### config.mk
export PLATFORM = sky130hd
export DESIGN_NAME = uart_hwfc
export DESIGN_NICKNAME = d
export VERILOG_FILES = /design/src/rtl/uart_hwfc_pkg.sv /design/src/rtl/hwfc_sync.sv /design/src/rtl/hwfc_tx_gate.sv /design/src/rtl/hwfc_rx_throttle.sv /design/src/rtl/hwfc_irq.sv /design/src/rtl/uart_hwfc.sv
export SDC_FILE = /design/constraint.sdc
export NUM_CORES = 1
export LEC_CHECK = 0
export BUFFER_PORTS_ARGS = -buffer_cell sky130_fd_sc_hd__clkbuf_2
export CELL_PAD_IN_SITES_DETAIL_PLACEMENT = 0
export CELL_PAD_IN_SITES_GLOBAL_PLACEMENT = 1
export CORE_ASPECT_RATIO = 0.8
export CORE_MARGIN = 2
export CORE_UTILIZATION = 29
export CTS_CLUSTER_SIZE = 40
export DETAILED_ROUTE_END_ITERATION = 10
export PLACE_DENSITY = 0.86
export SYNTH_ARGS = -nofsm -noshare
export SYNTH_HDL_FRONTEND = slang
export SYNTH_SLANG_ARGS = --single-unit
### constraint.sdc
create_clock -name clk -period 1 [get_ports clk]
set_input_delay 0.05 -clock clk [delete_from_list [all_inputs] [get_ports clk]]
set_output_delay 0.05 -clock clk [all_outputs]
set_load 0.005 [all_outputs]
### src/rtl/uart_hwfc_pkg.sv
package uart_hwfc_pkg;

    typedef enum logic {
        PAIR_RTS_CTS = 1'b0,
        PAIR_DTR_DSR = 1'b1
    } hwfc_pair_e;

    typedef struct packed {
        logic ok;
        logic paused;
        logic inflight;
    } txg_state_t;

    typedef struct packed {
        logic in_flag;
        logic out_flag;
    } irq_state_t;

    typedef struct packed {
        logic hold;
        logic rts_n;
        logic dtr_n;
    } thr_state_t;

endpackage

### src/rtl/hwfc_sync.sv
module hwfc_sync #(
    parameter int STAGES = 2
) (
    input  logic clk,
    input  logic rst_n,
    input  logic async_in,
    output logic sync_out,
    output logic rise
);
    localparam int LAST = STAGES - 1;

    logic [STAGES-1:0] chain_d, chain_q;
    logic              prev_d, prev_q;

    always_comb begin
        chain_d = {chain_q[STAGES-2:0], async_in};
        prev_d  = chain_q[LAST];
    end

    always_ff @(posedge clk or negedge rst_n) begin
        if (!rst_n) begin
            chain_q <= '0;
            prev_q  <= 1'b0;
        end else begin
            chain_q <= chain_d;
            prev_q  <= prev_d;
        end
    end

    assign sync_out = chain_q[LAST];
    assign rise     = chain_q[LAST] & ~prev_q;

endmodule

### src/rtl/hwfc_tx_gate.sv
module hwfc_tx_gate
    import uart_hwfc_pkg::*;
(
    input  logic clk,
    input  logic rst_n,
    input  logic auto_in_en,
    input  logic line_high,
    input  logic tx_start,
    input  logic tx_stop_done,
    output logic tx_ok,
    output logic tx_paused
);
    txg_state_t st_d, st_q;
    logic       req;

    always_comb begin
        st_d = st_q;
        req  = auto_in_en & line_high;
        st_d.ok = ~req;
        if (tx_start)
            st_d.inflight = 1'b1;
        else if (tx_stop_done)
            st_d.inflight = 1'b0;
        if (!req)
            st_d.paused = 1'b0;
        else if (!st_q.inflight || tx_stop_done)
            st_d.paused = 1'b1;
    end

    always_ff @(posedge clk or negedge rst_n) begin
        if (!rst_n) begin
            st_q.ok       <= 1'b1;
            st_q.paused   <= 1'b0;
            st_q.inflight <= 1'b0;
        end else begin
            st_q <= st_d;
        end
    end

    assign tx_ok     = st_q.ok;
    assign tx_paused = st_q.paused;

    p_pause_boundary_r3: assert property (@(posedge clk) disable iff (!rst_n)
        $rose(st_q.paused) |-> $past(!st_q.inflight || tx_stop_done))
        else $error("R3 pause began inside a character");

    p_gate_on_request_r1: assert property (@(posedge clk) disable iff (!rst_n)
        (auto_in_en && line_high) |=> !tx_ok)
        else $error("R1 tx_ok not dropped on request");

    p_no_gate_off_r2: assert property (@(posedge clk) disable iff (!rst_n)
        !auto_in_en |=> (tx_ok && !tx_paused))
        else $error("R2 gating while auto input control off");

endmodule

### src/rtl/hwfc_rx_throttle.sv
module hwfc_rx_throttle
    import uart_hwfc_pkg::*;
#(
    parameter int LVL_W = 7
) (
    input  logic             clk,
    input  logic             rst_n,
    input  logic             auto_out_en,
    input  hwfc_pair_e       pair,
    input  logic             sw_rts,
    input  logic             sw_dtr,
    input  logic [LVL_W-1:0] rx_level,
    input  logic [LVL_W-1:0] rx_hi_mark,
    input  logic [LVL_W-1:0] rx_lo_mark,
    output logic             rts_n,
    output logic             dtr_n,
    output logic             drop_evt
);
    thr_state_t st_d, st_q;
    logic       sel_n_d, sel_n_q;

    always_comb begin
        st_d = st_q;
        if (!auto_out_en)
            st_d.hold = 1'b0;
        else if (rx_level >= rx_hi_mark)
            st_d.hold = 1'b1;
        else if (rx_level <= rx_lo_mark)
            st_d.hold = 1'b0;
        st_d.rts_n = ~(sw_rts & ~(auto_out_en & (pair == PAIR_RTS_CTS) & st_d.hold));
        st_d.dtr_n = ~(sw_dtr & ~(auto_out_en & (pair == PAIR_DTR_DSR) & st_d.hold));
        sel_n_d  = (pair == PAIR_DTR_DSR) ? st_d.dtr_n : st_d.rts_n;
        sel_n_q  = (pair == PAIR_DTR_DSR) ? st_q.dtr_n : st_q.rts_n;
        drop_evt = sel_n_d & ~sel_n_q;
    end

    always_ff @(posedge clk or negedge rst_n) begin
        if (!rst_n) begin
            st_q.hold  <= 1'b0;
            st_q.rts_n <= 1'b1;
            st_q.dtr_n <= 1'b1;
        end else begin
            st_q <= st_d;
        end
    end

    assign rts_n = st_q.rts_n;
    assign dtr_n = st_q.dtr_n;

    p_manual_off_r5: assert property (@(posedge clk) disable iff (!rst_n)
        !sw_rts |=> rts_n)
        else $error("R5 rts_n asserted without request");

    p_high_mark_r6: assert property (@(posedge clk) disable iff (!rst_n)
        (auto_out_en && pair == PAIR_RTS_CTS && rx_level >= rx_hi_mark) |=> rts_n)
        else $error("R6 rts_n kept asserted at high mark");

    p_other_pin_r7: assert property (@(posedge clk) disable iff (!rst_n)
        (pair == PAIR_RTS_CTS && sw_dtr) |=> !dtr_n)
        else $error("R7 unselected dtr_n disturbed");

endmodule

### src/rtl/hwfc_irq.sv
module hwfc_irq
    import uart_hwfc_pkg::*;
(
    input  logic clk,
    input  logic rst_n,
    input  logic master_en,
    input  logic ien_in,
    input  logic ien_out,
    input  logic in_evt,
    input  logic out_evt,
    input  logic stat_rd,
    output logic in_flag,
    output logic out_flag
);
    irq_state_t st_d, st_q;
    logic       set_in, set_out;

    always_comb begin
        st_d    = st_q;
        set_in  = in_evt & master_en & ien_in;
        set_out = out_evt & master_en & ien_out;
        if (set_in)
            st_d.in_flag = 1'b1;
        else if (stat_rd)
            st_d.in_flag = 1'b0;
        if (set_out)
            st_d.out_flag = 1'b1;
        else if (stat_rd)
            st_d.out_flag = 1'b0;
    end

    always_ff @(posedge clk or negedge rst_n) begin
        if (!rst_n) begin
            st_q <= '0;
        end else begin
            st_q <= st_d;
        end
    end

    assign in_flag  = st_q.in_flag;
    assign out_flag = st_q.out_flag;

    p_set_wins_r10: assert property (@(posedge clk) disable iff (!rst_n)
        (in_evt && master_en && ien_in && stat_rd) |=> in_flag)
        else $error("R10 read dropped a coinciding event");

    p_read_clears_r10: assert property (@(posedge clk) disable iff (!rst_n)
        (stat_rd && !in_evt && !out_evt) |=> (!in_flag && !out_flag))
        else $error("R10 read did not clear");

    p_master_gate_r8: assert property (@(posedge clk) disable iff (!rst_n)
        (!master_en && !in_flag) |=> !in_flag)
        else $error("R8 flag set without master enable");

    p_out_set_r9: assert property (@(posedge clk) disable iff (!rst_n)
        (out_evt && master_en && ien_out) |=> out_flag)
        else $error("R9 output drop not flagged");

endmodule

### src/rtl/uart_hwfc.sv
module uart_hwfc
    import uart_hwfc_pkg::*;
#(
    parameter int LVL_W       = 7,
    parameter int SYNC_STAGES = 2
) (
    input  logic             clk,
    input  logic             rst_n,
    input  logic             auto_out_en,
    input  logic             auto_in_en,
    input  logic             irq_master_en,
    input  logic             pair_sel,
    input  logic             sw_rts,
    input  logic             sw_dtr,
    input  logic             ien_in_drop,
    input  logic             ien_out_drop,
    input  logic             cts_n,
    input  logic             dsr_n,
    output logic             rts_n,
    output logic             dtr_n,
    input  logic             tx_start,
    input  logic             tx_stop_done,
    output logic             tx_ok,
    output logic             tx_paused,
    input  logic [LVL_W-1:0] rx_level,
    input  logic [LVL_W-1:0] rx_hi_mark,
    input  logic [LVL_W-1:0] rx_lo_mark,
    input  logic             stat_rd,
    output logic             irq_in_drop,
    output logic             irq_out_drop
);
    hwfc_pair_e pair;
    logic       watched_raw;
    logic       watched_sync;
    logic       watched_rise;
    logic       out_drop;

    assign pair        = hwfc_pair_e'(pair_sel);
    assign watched_raw = (pair == PAIR_DTR_DSR) ? dsr_n : cts_n;

    hwfc_sync #(.STAGES(SYNC_STAGES)) u_sync (
        .clk      (clk),
        .rst_n    (rst_n),
        .async_in (watched_raw),
        .sync_out (watched_sync),
        .rise     (watched_rise)
    );

    hwfc_tx_gate u_gate (
        .clk          (clk),
        .rst_n        (rst_n),
        .auto_in_en   (auto_in_en),
        .line_high    (watched_sync),
        .tx_start     (tx_start),
        .tx_stop_done (tx_stop_done),
        .tx_ok        (tx_ok),
        .tx_paused    (tx_paused)
    );

    hwfc_rx_throttle #(.LVL_W(LVL_W)) u_thr (
        .clk         (clk),
        .rst_n       (rst_n),
        .auto_out_en (auto_out_en),
        .pair        (pair),
        .sw_rts      (sw_rts),
        .sw_dtr      (sw_dtr),
        .rx_level    (rx_level),
        .rx_hi_mark  (rx_hi_mark),
        .rx_lo_mark  (rx_lo_mark),
        .rts_n       (rts_n),
        .dtr_n       (dtr_n),
        .drop_evt    (out_drop)
    );

    hwfc_irq u_irq (
        .clk       (clk),
        .rst_n     (rst_n),
        .master_en (irq_master_en),
        .ien_in    (ien_in_drop),
        .ien_out   (ien_out_drop),
        .in_evt    (watched_rise),
        .out_evt   (out_drop),
        .stat_rd   (stat_rd),
        .in_flag   (irq_in_drop),
        .out_flag  (irq_out_drop)
    );

endmodule

# Word level (Yosys, flattened, before mapping)

Index checks and enable logic that the tools add are counted.
Widths: inputs -> output; s select.

Word-level logic and storage cells: 52
Register bits after elaboration: 11
Output and inout bits: 6

Bitwise gates (word level): 21
$lt $le $gt $ge: 2
Equality and inequality tests: 1
Muxes and demuxes: 13
Reductions and logical operators: 5

Operators with widths:

| operator           | count |
|---|---|
| $and 1x1->1        | 13 |
| $mux 1             | 13 |
| $not 1->1          | 8 |
| $ge 7x7->1         | 1 |
| $le 7x7->1         | 1 |
| $reduce_bool 2->1  | 3 |
| $ne 2x2->1 const B | 1 |
| $logic_not 1->1    | 1 |
| $logic_or 1x1->1   | 1 |

# Longest topological paths before layout

Gate-level depths: netlist of the first run.

Word-level depth: 13
Mapped depth: 6
Mapped depth without buffers: 6

# Modules after synthesis

Synthesis of the first run repeated with hierarchy kept, for this count alone.

Cells, all modules: 80
Area, all modules: 762.0 um^2

By module, submodules not included:

| module           | area each (um^2) | times used | cells an instance | sequential area each (um^2) |
|---|---|---|---|---|
| hwfc_rx_throttle | 466.7            | 1          | 59                | 77.6 |
| hwfc_tx_gate     | 110.1            | 1          | 8                 | 76.3 |
| hwfc_sync        | 88.8             | 1          | 4                 | 75.1 |
| hwfc_irq         | 81.3             | 1          | 8                 | 50.0 |
| uart_hwfc        | 15.0             | 1          | 1                 | 0.0 |

# Worst setup path after synthesis of the first run

OpenSTA, ideal clock, no wires.

Kind: input -> register
From: in rx_level[0]
To: reg u_irq.st_q, in the netlist u_irq.out_flag
Arrival: 1.086 ns
Stages: 6
Slack: -0.225 ns
Cell sequence: inv_1 -> ha_1 -> nand2b_4 -> a2111oi_4 -> or3_1 -> a41oi_2

Longest elaborated chain between the ends: 13
Elaborated cells between the ends (all ways): 19
Those cells by class: 2 x order compare; 5 x mux; 11 x bitwise; 1 x reduce/logical

Ends and longest elaborated chain:

| element                                            | RTL line                                       | source |
|---|---|---|
| start, declared                                    | uart_hwfc.sv:25                                | `input logic [LVL_W-1:0] rx_level,` |
| $le 7x7->1                                         | hwfc_rx_throttle.sv:28                         | `else if (rx_level <= rx_lo_mark)` |
| $mux 1                                             | hwfc_rx_throttle.sv:28                         |  |
| $mux 1 *                                           | hwfc_rx_throttle.sv:26                         | `else if (rx_level >= rx_hi_mark)` |
| $mux 1 *                                           | hwfc_rx_throttle.sv:24                         | `if (!auto_out_en)` |
| $and 1x1->1, on equally long branches              | hwfc_rx_throttle.sv:30, hwfc_rx_throttle.sv:31 |  |
| $not 1->1, on equally long branches                | hwfc_rx_throttle.sv:30, hwfc_rx_throttle.sv:31 |  |
| $and 1x1->1, on equally long branches              | hwfc_rx_throttle.sv:30, hwfc_rx_throttle.sv:31 |  |
| $not 1->1, on equally long branches                | hwfc_rx_throttle.sv:30, hwfc_rx_throttle.sv:31 |  |
| $mux 1 *                                           | hwfc_rx_throttle.sv:32                         | `sel_n_d = (pair == PAIR_DTR_DSR) ? st_d.dtr_n : st_d.rts_n;` |
| $and 1x1->1 *                                      | hwfc_rx_throttle.sv:34                         | `drop_evt = sel_n_d & ~sel_n_q;` |
| $and 1x1->1 * (2 in a row)                         | hwfc_irq.sv:21                                 | `set_out = out_evt & master_en & ien_out;` |
| $mux 1 / $reduce_bool 2->1 (equally long branches) | n/a                                            |  |
| end signal, assigned                               | hwfc_irq.sv:36                                 | `st_q <= st_d;` |
| end, declared                                      | hwfc_irq.sv:15                                 | `irq_state_t st_d, st_q;` |

Every way passes the cells marked *; elsewhere a longest branch is shown, timed or not.
A chain may end at the register's enable or synchronous reset.

# Worst setup path after layout of the first run

From: reg, netlist name u_thr.dtr_n
To: reg u_irq.st_q, in the netlist u_irq.out_flag

Longest elaborated chain between the ends: 6
Elaborated cells between the ends (all ways): 7
Those cells by class: 2 x mux; 4 x bitwise; 1 x reduce/logical

Ends and longest elaborated chain:

| element                                            | RTL line               | source |
|---|---|---|
| $mux 1 *                                           | hwfc_rx_throttle.sv:33 | `sel_n_q = (pair == PAIR_DTR_DSR) ? st_q.dtr_n : st_q.rts_n;` |
| $not 1->1 *                                        | hwfc_rx_throttle.sv:34 |  |
| $and 1x1->1 *                                      | hwfc_rx_throttle.sv:34 |  |
| $and 1x1->1 * (2 in a row)                         | hwfc_irq.sv:21         |  |
| $mux 1 / $reduce_bool 2->1 (equally long branches) | n/a                    |  |

Marks and branches as above.

==> out/results.ini, run 1 <==
[outcome]
status = complete, no violations

[placement]
portBuffers = 41
dpl_cell_area_sq_um = 1170
place.gp.congestion = 0.7516
dp_hpwl_um = 1643

[power]
power_mw = 1.196
p_int_mw = 0.8468
p_switching_mw = 0.3489
power_frac_seq = 0.419
power.density_nw_per_um2 = 947.2
power_leakage_nw = 0.6216
power_frac_comb = 0.322
pwr-share-clk = 0.259
irDropWorstVdd_uv = 571.8
swShare = 0.2918

[hold_path]
min_path_type = primary input to flip-flop

[synth]
synth-seq-area-share = 0.3425
synth-edff-count = 0
syn-mean-instance-area_sq_um = 10.06
synth_fp_nets = 131
syn_area_sq_um = 814.5
ys_ff_latch = 11
synthFlopType = dfrtp_1
yosys.cell_types.count = 29
synthCells = 81
async_flop_share = 1.000
yosysWarnings = 0

[clocking]
cts.path.max_buffers = 2
clkLatencyLatePin_ns = 0.28
clk_pin_slew_ns = 0.07
h-tree-depth = 1
cts_buffers = 3
root_buffer = clkbuf_4
cts.sinks = 11
cts_tree = yes

[worst_setup_path]
cp-start-kind = flip-flop
worstSetupPathType = flip-flop to flip-flop
crit_fanout = 2
crit_required_ns = 1.15
cp-end-kind = flip-flop
worstPathArrival_ns = 1.14

[route]
wl_met3_um = 107
dr.pass1.iters = 4
vias_per_cell = 4.450
antenna_left = 0
route.detailed.drc = 0
routedLengthMet1_um = 851
drtIter0Drc = 11
dr_wl_met2_um = 928
wl_per_cell_um = 11.30
top_layer = met4
dr_total_vias = 752
routed_wl_um = 1909

[sta]
rsz0062_at_grt = true
holdWs_ns = 0.01244
slew_violations = 0
finClkSkew_ns = 0.008438
hold_violations = 0
tightest_slew_ns = 0.4122
period_share = 0.9860
slew_headroom = 0.7223
fmax_ghz = 1.014
setup-violations-final = 0
min_period_ns = 0.9860

[layout]
n_antenna_cell = 0
layout.nets = 182
layout_common_cells = clkbuf_2 (40), inv_1 (11), ha_1 (9)
fin_area_sq_um = 1262
final_common_cell = clkbuf_2
areaGrowthSynthToFinish_pct = 54.99
final_util = 0.4637
drive_gt1_frac = 0.5191

[die]
initial_core_util = 0.2992
core_area_sq_um = 2723
dieArea_sq_um = 3251
num_rows = 17
die_w_um = 63.25
ios = 42
fp.dieH_um = 51.40

[grt]
overflow = 0
grt_pass1_vias = 790
grt_pass1_wl_um = 3194
grt_max_degree = 12
grtUsageTotal = 0.1270
antenna_found_initial = 0

[run]
cap_viol_max_count = 0

-- flip-flops by register name, summed over array words and instances (netlist names) --
signal            flops
u_irq.in_flag         1
u_thr.st_q            1
u_gate.tx_paused      1
u_irq.out_flag        1
u_gate.st_q           1
u_gate.tx_ok          1
u_sync.prev_q         1
u_thr.rts_n           1
u_sync.chain_q        2
u_thr.dtr_n           1
-- power by group through the flow --
stage | clock [mW] | sequential [mW] | combinational, mW
5_1_grt | 0.333 | 0.507 | 0.432
3_3_place_gp | 0 | 0.508 | 0.356
6_report | 0.309 | 0.501 | 0.385
4_1_cts | 0.318 | 0.501 | 0.389
3_5_place_dp | 0 | 0.510 | 0.369
2_1_floorplan | 0 | 0.508 | 0.218
-- area by class of cell --
class	count	area, sq um
fill	283	1460
multi-input combinational	54	569.3
sequential	11	279.0
timing repair buffer	47	271.5
inverter	15	68.82
tap	38	47.55
clock buffer	4	26.28
-- synth_stat cells, types with 2 or more instances --
cell type  instances  area, sq um
inv_1             15        56.30
ha_1              14        175.2
dfrtp_1            8        200.2
nand2_1            5        18.77
a21oi_1            4        20.02
nor2_1             4        15.01
o211ai_1           4        30.03
dfstp_2            3        78.83
mux2i_1            2        20.02
nand2b_1           2        12.51
o21ai_0            2        10.01
-- layer usage --
metal  up-vias  global-route usage
met5         -                   0
met4         0             0.04348
met3         2             0.04185
met2        25              0.2181
met1       342              0.1508
li1        383                   -
-- worst max-delay path, stage by stage (launching register included) --
cell and delay [ns]:
dfstp_2 0.53, mux2i_1 0.06, a31oi_1 0.21, a41oi_2 0.05
-- stage by stage --
stage / worst slack (ns) / cells / setup TNS [ns]
2_1_floorplan: -0.04805 / 81 / -0.1390
3_3_place_gp: -0.2575 / 159 / -0.9823
3_5_place_dp: -0.2957 / 159 / -1.144
4_1_cts: 0.0009812 / 169 / 0
5_1_grt: -0.04962 / 169 / -0.05721
6_report: 0.01403 / 169 / 0
-- worst paths after layout --
check,depth (start not counted),end,slack [ns],start
setup / recovery,3,u_irq.out_flag,0.01,u_thr.dtr_n
hold / removal,2,u_sync.chain_q[0],0.01,cts_n
setup reg to reg,3,u_irq.out_flag,0.01,u_thr.dtr_n
hold reg to reg,0,u_sync.chain_q[1],0.35,u_sync.chain_q[0]
max in group asynchronous,2,u_gate.tx_ok,0.53,rst_n
min in group asynchronous,2,u_sync.prev_q,0.18,rst_n
-- kinds of logic (layout without fill, tap and decap cells) --
group / count (synthesis) / after routing / synth area share
buf+inv: 16 / 66 / 0.07526
mux: 3 / 3 / 0.03840
fa+ha+maj: 14 / 14 / 0.2151
flops: 11 / 11 / 0.3426
simple gates: 18 / 18 / 0.1306
compound gates: 19 / 19 / 0.1982
-- repair_timing --
| item | in CTS | in global routing |
|---|---|---|
| pin swaps | 2 | 5 |
| endpoints found under the setup margin | 1 | 5 |
| endpoints found under the hold margin | 16 | 0 |
| hold buffers | 6 | 0 |
| resized for setup | 0 | 4 |
| buffers inserted | 0 | 0 |
No activity file was read; power rests on OpenSTA's default activity.
==> run 2: changes to the inputs <==
--- a/config.mk
+++ b/config.mk
@@ -10,10 +10,10 @@
 export CELL_PAD_IN_SITES_GLOBAL_PLACEMENT = 1
 export CORE_ASPECT_RATIO = 0.8
 export CORE_MARGIN = 2
-export CORE_UTILIZATION = 29
+export CORE_UTILIZATION = 25
 export CTS_CLUSTER_SIZE = 40
 export DETAILED_ROUTE_END_ITERATION = 10
-export PLACE_DENSITY = 0.86
+export PLACE_DENSITY = 0.77
 export SYNTH_ARGS = -nofsm -noshare
 export SYNTH_HDL_FRONTEND = slang
 export SYNTH_SLANG_ARGS = --single-unit
==> run 2 against run 1 <==
Critical path type is now primary input to flip-flop. Flip-flop and latch count did not move. The run now ends with negative setup slack left. Clock skew fell by 0.0058 ns. Largest power group unchanged. Sequential share of layout area fell by 1.7 points. Clock power rose by 42%. Worst setup slack got worse by 0.039 ns.
==> out/results.ini, run 2 (synthesis gave the netlist of run 1 again) <==
[clocking]
cts_tree = yes  ; unchanged
h-tree-depth = 1  ; unchanged
clk_pin_slew_ns = 0.05  ; was 0.07 ns
cts.sinks = 11  ; unchanged
cts_buffers = 3  ; unchanged
root_buffer = clkbuf_8  ; was clkbuf_4
cts.path.max_buffers = 2  ; unchanged
clkLatencyLatePin_ns = 0.24  ; was 0.28 ns

[power]
power.density_nw_per_um2 = 1005  ; was 947.2 nW/um^2
power_mw = 1.375  ; was 1.196 mW
power_frac_seq = 0.365  ; was 0.419
swShare = 0.2659  ; was 0.2918
power_frac_comb = 0.316  ; was 0.322
irDropWorstVdd_uv = 438.7  ; was 571.8 uV
pwr-share-clk = 0.319  ; was 0.259
p_switching_mw = 0.3655  ; was 0.3489 mW
p_int_mw = 1.009  ; was 0.8468 mW
power_leakage_nw = 0.6453  ; was 0.6216 nW

[die]
die_w_um = 67.82  ; was 63.25 um
initial_core_util = 0.2621  ; was 0.2992
core_area_sq_um = 3108  ; was 2723 sq um
dieArea_sq_um = 3734  ; was 3251 sq um
fp.dieH_um = 55.06  ; was 51.40 um
num_rows = 18  ; was 17
ios = 42  ; unchanged

[route]
dr.pass1.iters = 4  ; unchanged
route.detailed.drc = 0  ; unchanged
vias_per_cell = 4.404  ; was 4.450
drtIter0Drc = 11  ; unchanged
wl_per_cell_um = 11.68  ; was 11.30 um
antenna_left = 0  ; unchanged
dr_total_vias = 753  ; was 752
routed_wl_um = 1997  ; was 1909 um

[worst_setup_path]
r2r_cells = 3  ; unchanged
path_cells = buf_6, inv_2, ha_4, buf_4, a21oi_2, a2bb2oi_2, o31a_2, o211ai_1  ; was mux2i_1, a31oi_1, a41oi_2
cp-end-kind = flip-flop  ; unchanged
worstSetupPathType = primary input to flip-flop  ; was flip-flop to flip-flop
cp-start-kind = primary input  ; was flip-flop
cp_slowest_stage_delay_ns = 0.21  ; was 0.53 ns
cpMaxStageDelayCell = a2bb2oi_2  ; was dfstp_2
worstPathArrival_ns = 1.17  ; was 1.14 ns
crit_fanout = 3  ; was 2
crit_required_ns = 1.15  ; about the same

[grt]
grt_max_degree = 12  ; unchanged
overflow = 0  ; unchanged
grt_pass1_wl_um = 3236  ; was 3194 um
antenna_found_initial = 0  ; unchanged
grt_pass1_vias = 797  ; was 790
grtUsageTotal = 0.1192  ; was 0.1270

[placement]
dpl_cell_area_sq_um = 1180  ; was 1170 sq um
portBuffers = 41  ; unchanged
place.gp.congestion = 0.7275  ; was 0.7516
dp_cells = 162  ; was 159
dp_slack_ns = -0.3079  ; was -0.2957 ns
dp_hpwl_um = 1674  ; was 1643 um

[outcome]
failed_checks = negative setup slack
status = finished with violations  ; was complete, no violations

[sta]
rsz0062_at_grt = true  ; unchanged
fmax_ghz = 0.9752  ; was 1.014 GHz
setup-violations-final = 3  ; was 0
slew_headroom = 0.8111  ; was 0.7223
holdWs_ns = 0.0002910  ; was 0.01244 ns
fin_tns_setup_ns = -0.05278  ; was 0 ns
finClkSkew_ns = 0.002667  ; was 0.008438 ns
tightest_slew_ns = 0.2814  ; was 0.4122 ns
hold_violations = 0  ; unchanged
slew_violations = 0  ; unchanged
min_period_ns = 1.025  ; was 0.9860 ns
setup_slack_ns = -0.02542  ; was 0.01403 ns
period_share = 1.025  ; was 0.9860

[layout]
register_area_sq_um = 279.0  ; unchanged
final_util = 0.4400  ; was 0.4637
areaGrowthSynthToFinish_pct = 67.90  ; was 54.99%
n_antenna_cell = 0  ; unchanged
final_common_cell = clkbuf_2  ; unchanged
fillers = 306  ; was 283
layout.nets = 182  ; unchanged
fin_area_sq_um = 1368  ; was 1262 sq um
drive_gt1_frac = 0.5878  ; was 0.5191
largest_reg_flops = 2  ; unchanged
largest_register = u_sync.chain_q  ; unchanged
layout_common_cells = clkbuf_2 (34), inv_1 (8), ha_4 (8), dfrtp_1 (8)  ; was clkbuf_2 (40), inv_1 (11), ha_1 (9)
multi_input_area_sq_um = 606.8  ; was 569.3 sq um
stdcell_count = 171  ; was 169

[hold_path]
min_path_type = primary input to flip-flop  ; unchanged
holdPathStages = 2  ; unchanged

[run]
cap_viol_max_count = 0  ; unchanged

-- run 2: final timing paths --
path,start,end,slack (ns)
setup / recovery,rx_hi_mark[5],u_thr.dtr_n,-0.03
hold / removal,tx_start,u_gate.st_q[0],0.0003
setup reg to reg,u_thr.dtr_n,u_irq.out_flag,0.04
hold reg to reg,u_sync.chain_q[0],u_sync.chain_q[1],0.34
max in group asynchronous,rst_n,u_gate.tx_ok,0.52
min in group asynchronous,rst_n,u_sync.prev_q,0.21
-- run 2: final cells by class --
| type | count | share of cell area |
|---|---|---|
| tap | 40 | 0.03660 |
| multi-input combinational | 54 | 0.4437 |
| sequential | 11 | 0.2040 |
| inverter | 15 | 0.05032 |
| timing repair buffer | 47 | 0.2324 |
| clock buffer | 4 | 0.03294 |
-- run 2: metal layers --
layer / up-vias / wire, um / GRT usage
li1: 383 / - / -
met1: 343 / 918 / 0.1443
met2: 25 / 910 / 0.2042
met3: 2 / 150 / 0.03644
met4: 0 / 17 / 0.04000
met5: - / 0 / 0
-- run 2: power by group through the flow --
stage	Clock (mW)	Combinational [mW]	Sequential [mW]
after CTS	0.451	0.406	0.502
after detailed placement	0	0.373	0.509
after floorplan	0	0.218	0.508
after global placement	0	0.364	0.508
after global routing	0.483	0.484	0.506
final	0.439	0.434	0.502
-- run 2: what timing repair did --
item,4_1_cts,5_1_grt
endpoints found under the setup margin,4,4
resized for setup,8,13
hold buffers,3,0
cloned,0,0
hold endpoints to repair,13,0
setup buffers,0,2
pin swaps,6,10
-- run 2: critical path: cells and delay by family --
kind                     cells  cell delay (ns)
adder cells (fa/ha/maj)      1             0.19
AO/OA/AOI/OAI                4             0.65
buffers and inverters        3             0.28
==> run 3: changes to the inputs <==
==> constraint.sdc (replaced) <==
create_clock -name clk -period 1 [get_ports clk]
set_input_delay 0.1 -clock clk [delete_from_list [all_inputs] [get_ports clk]]
set_output_delay 0.1 -clock clk [all_outputs]
set_load 0.005 [all_outputs]
==> run 3 against run 2 <==
The run still ends with negative setup slack left. Power shrank 0.52%. Clock-buffer cell count shrank 1. Die area is the same. Final area shrank 1.0%. Utilization shrank 0.44 points. Maximum frequency shrank 4.1%. Clock skew is essentially flat. Critical endpoint is now u_thr.rts_n. Worst hold slack gained 0.0060 ns. Routed wire length shrank 2.7%. Global-route usage shrank 0.39 points. Sequential power is essentially flat.
==> out/results.ini, run 3 (synthesis gave the netlist of run 1 again) <==
[die]
core_area_sq_um = 3108  ; unchanged
ios = 42  ; unchanged
initial_core_util = 0.2621  ; unchanged
die_w_um = 67.82  ; unchanged
num_rows = 18  ; unchanged
dieArea_sq_um = 3734  ; unchanged
fp.dieH_um = 55.06  ; unchanged

[clocking]
clkLatencyLatePin_ns = 0.24  ; about the same
cts_tree = yes  ; unchanged
h-tree-depth = 1  ; unchanged
cts.sinks = 11  ; unchanged
cts.path.max_buffers = 2  ; unchanged
clk_pin_slew_ns = 0.05  ; about the same
root_buffer = clkbuf_8  ; unchanged
cts_buffers = 3  ; unchanged

[route]
wl_per_cell_um = 11.50  ; was 11.68 um
routed_wl_um = 1944  ; was 1997 um
drtIter0Drc = 20  ; was 11
dr_total_vias = 757  ; was 753
vias_per_cell = 4.479  ; was 4.404
antenna_left = 0  ; unchanged
route.detailed.drc = 0  ; unchanged
dr.pass1.iters = 4  ; unchanged

[sta]
finClkSkew_ns = 0.002751  ; was 0.002667 ns
period_share = 1.069  ; was 1.025
tightest_slew_ns = 0.2639  ; was 0.2814 ns
fmax_ghz = 0.9354  ; was 0.9752 GHz
min_period_ns = 1.069  ; was 1.025 ns
slew_headroom = 0.8229  ; was 0.8111
setup-violations-final = 4  ; was 3
rsz0062_at_grt = true  ; unchanged
hold_violations = 0  ; unchanged
slew_violations = 0  ; unchanged
fin_tns_setup_ns = -0.2051  ; was -0.05278 ns
setup_slack_ns = -0.06903  ; was -0.02542 ns

[worst_setup_path]
r2r-end = u_irq.out_flag  ; unchanged
r2r_cells = 3  ; unchanged
cp-end-kind = flip-flop  ; unchanged
r2r_slack_ns = -0.01  ; was 0.04 ns
cp-start-kind = primary input  ; unchanged
rr_startpoint = u_thr.dtr_n  ; unchanged
crit_fanout = 3  ; unchanged
worstPathArrival_ns = 1.22  ; was 1.17 ns
worstSetupPathType = primary input to flip-flop  ; unchanged
crit_required_ns = 1.15  ; about the same

[placement]
place.gp.congestion = 0.7311  ; was 0.7275
portBuffers = 41  ; unchanged
dp_hpwl_um = 1655  ; was 1674 um

[grt]
overflow = 0  ; unchanged
grt_pass1_vias = 808  ; was 797
grt_pass1_wl_um = 3139  ; was 3236 um
grtUsageTotal = 0.1154  ; was 0.1192
grt_max_degree = 12  ; unchanged
antenna_found_initial = 0  ; unchanged

[layout]
n_antenna_cell = 0  ; unchanged
areaGrowthSynthToFinish_pct = 66.21  ; was 67.90%
drive_gt1_frac = 0.6047  ; was 0.5878
layout.nets = 180  ; was 182
fillers = 307  ; was 306
largest_reg_flops = 2  ; unchanged
final_common_cell = clkbuf_2  ; unchanged
largest_register = u_sync.chain_q  ; unchanged
layout_common_cells = clkbuf_2 (34), inv_1 (8), ha_4 (8), dfrtp_1 (8)  ; unchanged

[hold_path]
min_path_type = primary input to flip-flop  ; unchanged
worstHoldStart = auto_in_en  ; was tx_start
holdPathStages = 2  ; unchanged
hold-path-endpoint = u_gate.tx_ok  ; was u_gate.st_q[0]

[power]
irDropWorstVdd_uv = 453.1  ; was 438.7 uV
power.density_nw_per_um2 = 1010  ; was 1005 nW/um^2
power_leakage_nw = 0.6425  ; was 0.6453 nW
power_mw = 1.368  ; was 1.375 mW

[run]
cap_viol_max_count = 0  ; unchanged

[outcome]
failed_checks = negative setup slack  ; unchanged
status = finished with violations  ; unchanged

run 3: stage by stage:
step	cells	cell area, sq um	hold WS [ns]	setup slack [ns]	util
after floorplan	81	922.1	-0.1956	-0.09805	-
after global placement	163	1187	-0.01543	-0.3237	0.3820
after detailed placement	163	1187	-0.01317	-0.3575	0.3820
after CTS	168	1306	0.004208	-0.05718	0.4203
after global routing	169	1354	0.008905	-0.1270	0.4356
final	169	1354	0.006251	-0.06903	0.4356
run 3: how the worst max path moves through the flow:
| stage | start | endpoint | slack (ns) | cells past startpoint |
|---|---|---|---|---|
| CTS | rx_level[5] | u_thr.dtr_n | -0.06 | 5 |
| global placement | rx_level[5] | u_thr.dtr_n | -0.32 | 5 |
| floorplan | rx_level[0] | u_irq.out_flag | -0.1 | 6 |
| global route | rx_level[6] | u_thr.dtr_n | -0.13 | 5 |
| finish | rx_hi_mark[5] | u_thr.rts_n | -0.07 | 8 |
| detailed placement | rx_level[0] | u_irq.out_flag | -0.36 | 7 |
run 3: what timing repair did:
item,4_1_cts,5_1_grt
endpoints found under the setup margin,4,5
hold buffers,1,0
hold endpoints to repair,11,0
pin swaps,7,8
gates cloned,0,0
resized for setup,10,10
setup buffers,0,1
run 3: area by class of cell:
class	count	area [sq um]	area share
Clock buffer	3	41.29	0.03050
Clock inverter	1	5.005	0.003697
Inverter	15	68.82	0.05083
Multi-Input combinational cell	54	606.8	0.4482
Sequential cell	11	279.0	0.2061
Tap cell	40	50.05	0.03697
Timing Repair Buffer	45	302.8	0.2237
run 3: critical path, cell delays in order:
cell,delay (ns)
buf_6,0.09
inv_2,0.05
ha_4,0.19
buf_4,0.13
a21oi_2,0.13
a2bb2oi_2,0.22
o31a_2,0.20
o211ai_1,0.10
run 3: power breakdown:
| part | leakage, nW | switching, mW | internal (mW) |
|---|---|---|---|
| sequential | 0.130 | 0.0138 | 0.488 |
| clock | 0.0255 | 0.168 | 0.274 |
| combinational | 0.487 | 0.189 | 0.235 |
run 3: per-layer routing:
metal | GRT usage | part of all wire | routed length, um | up-vias
li1 | - | - | - | 384
met1 | 0.1370 | 0.46 | 903 | 343
met5 | 0 | 0 | 0 | -
met3 | 0.03644 | 0.067 | 131 | 3
met4 | 0.03333 | 0.0051 | 10 | 0
met2 | 0.2026 | 0.46 | 898 | 27
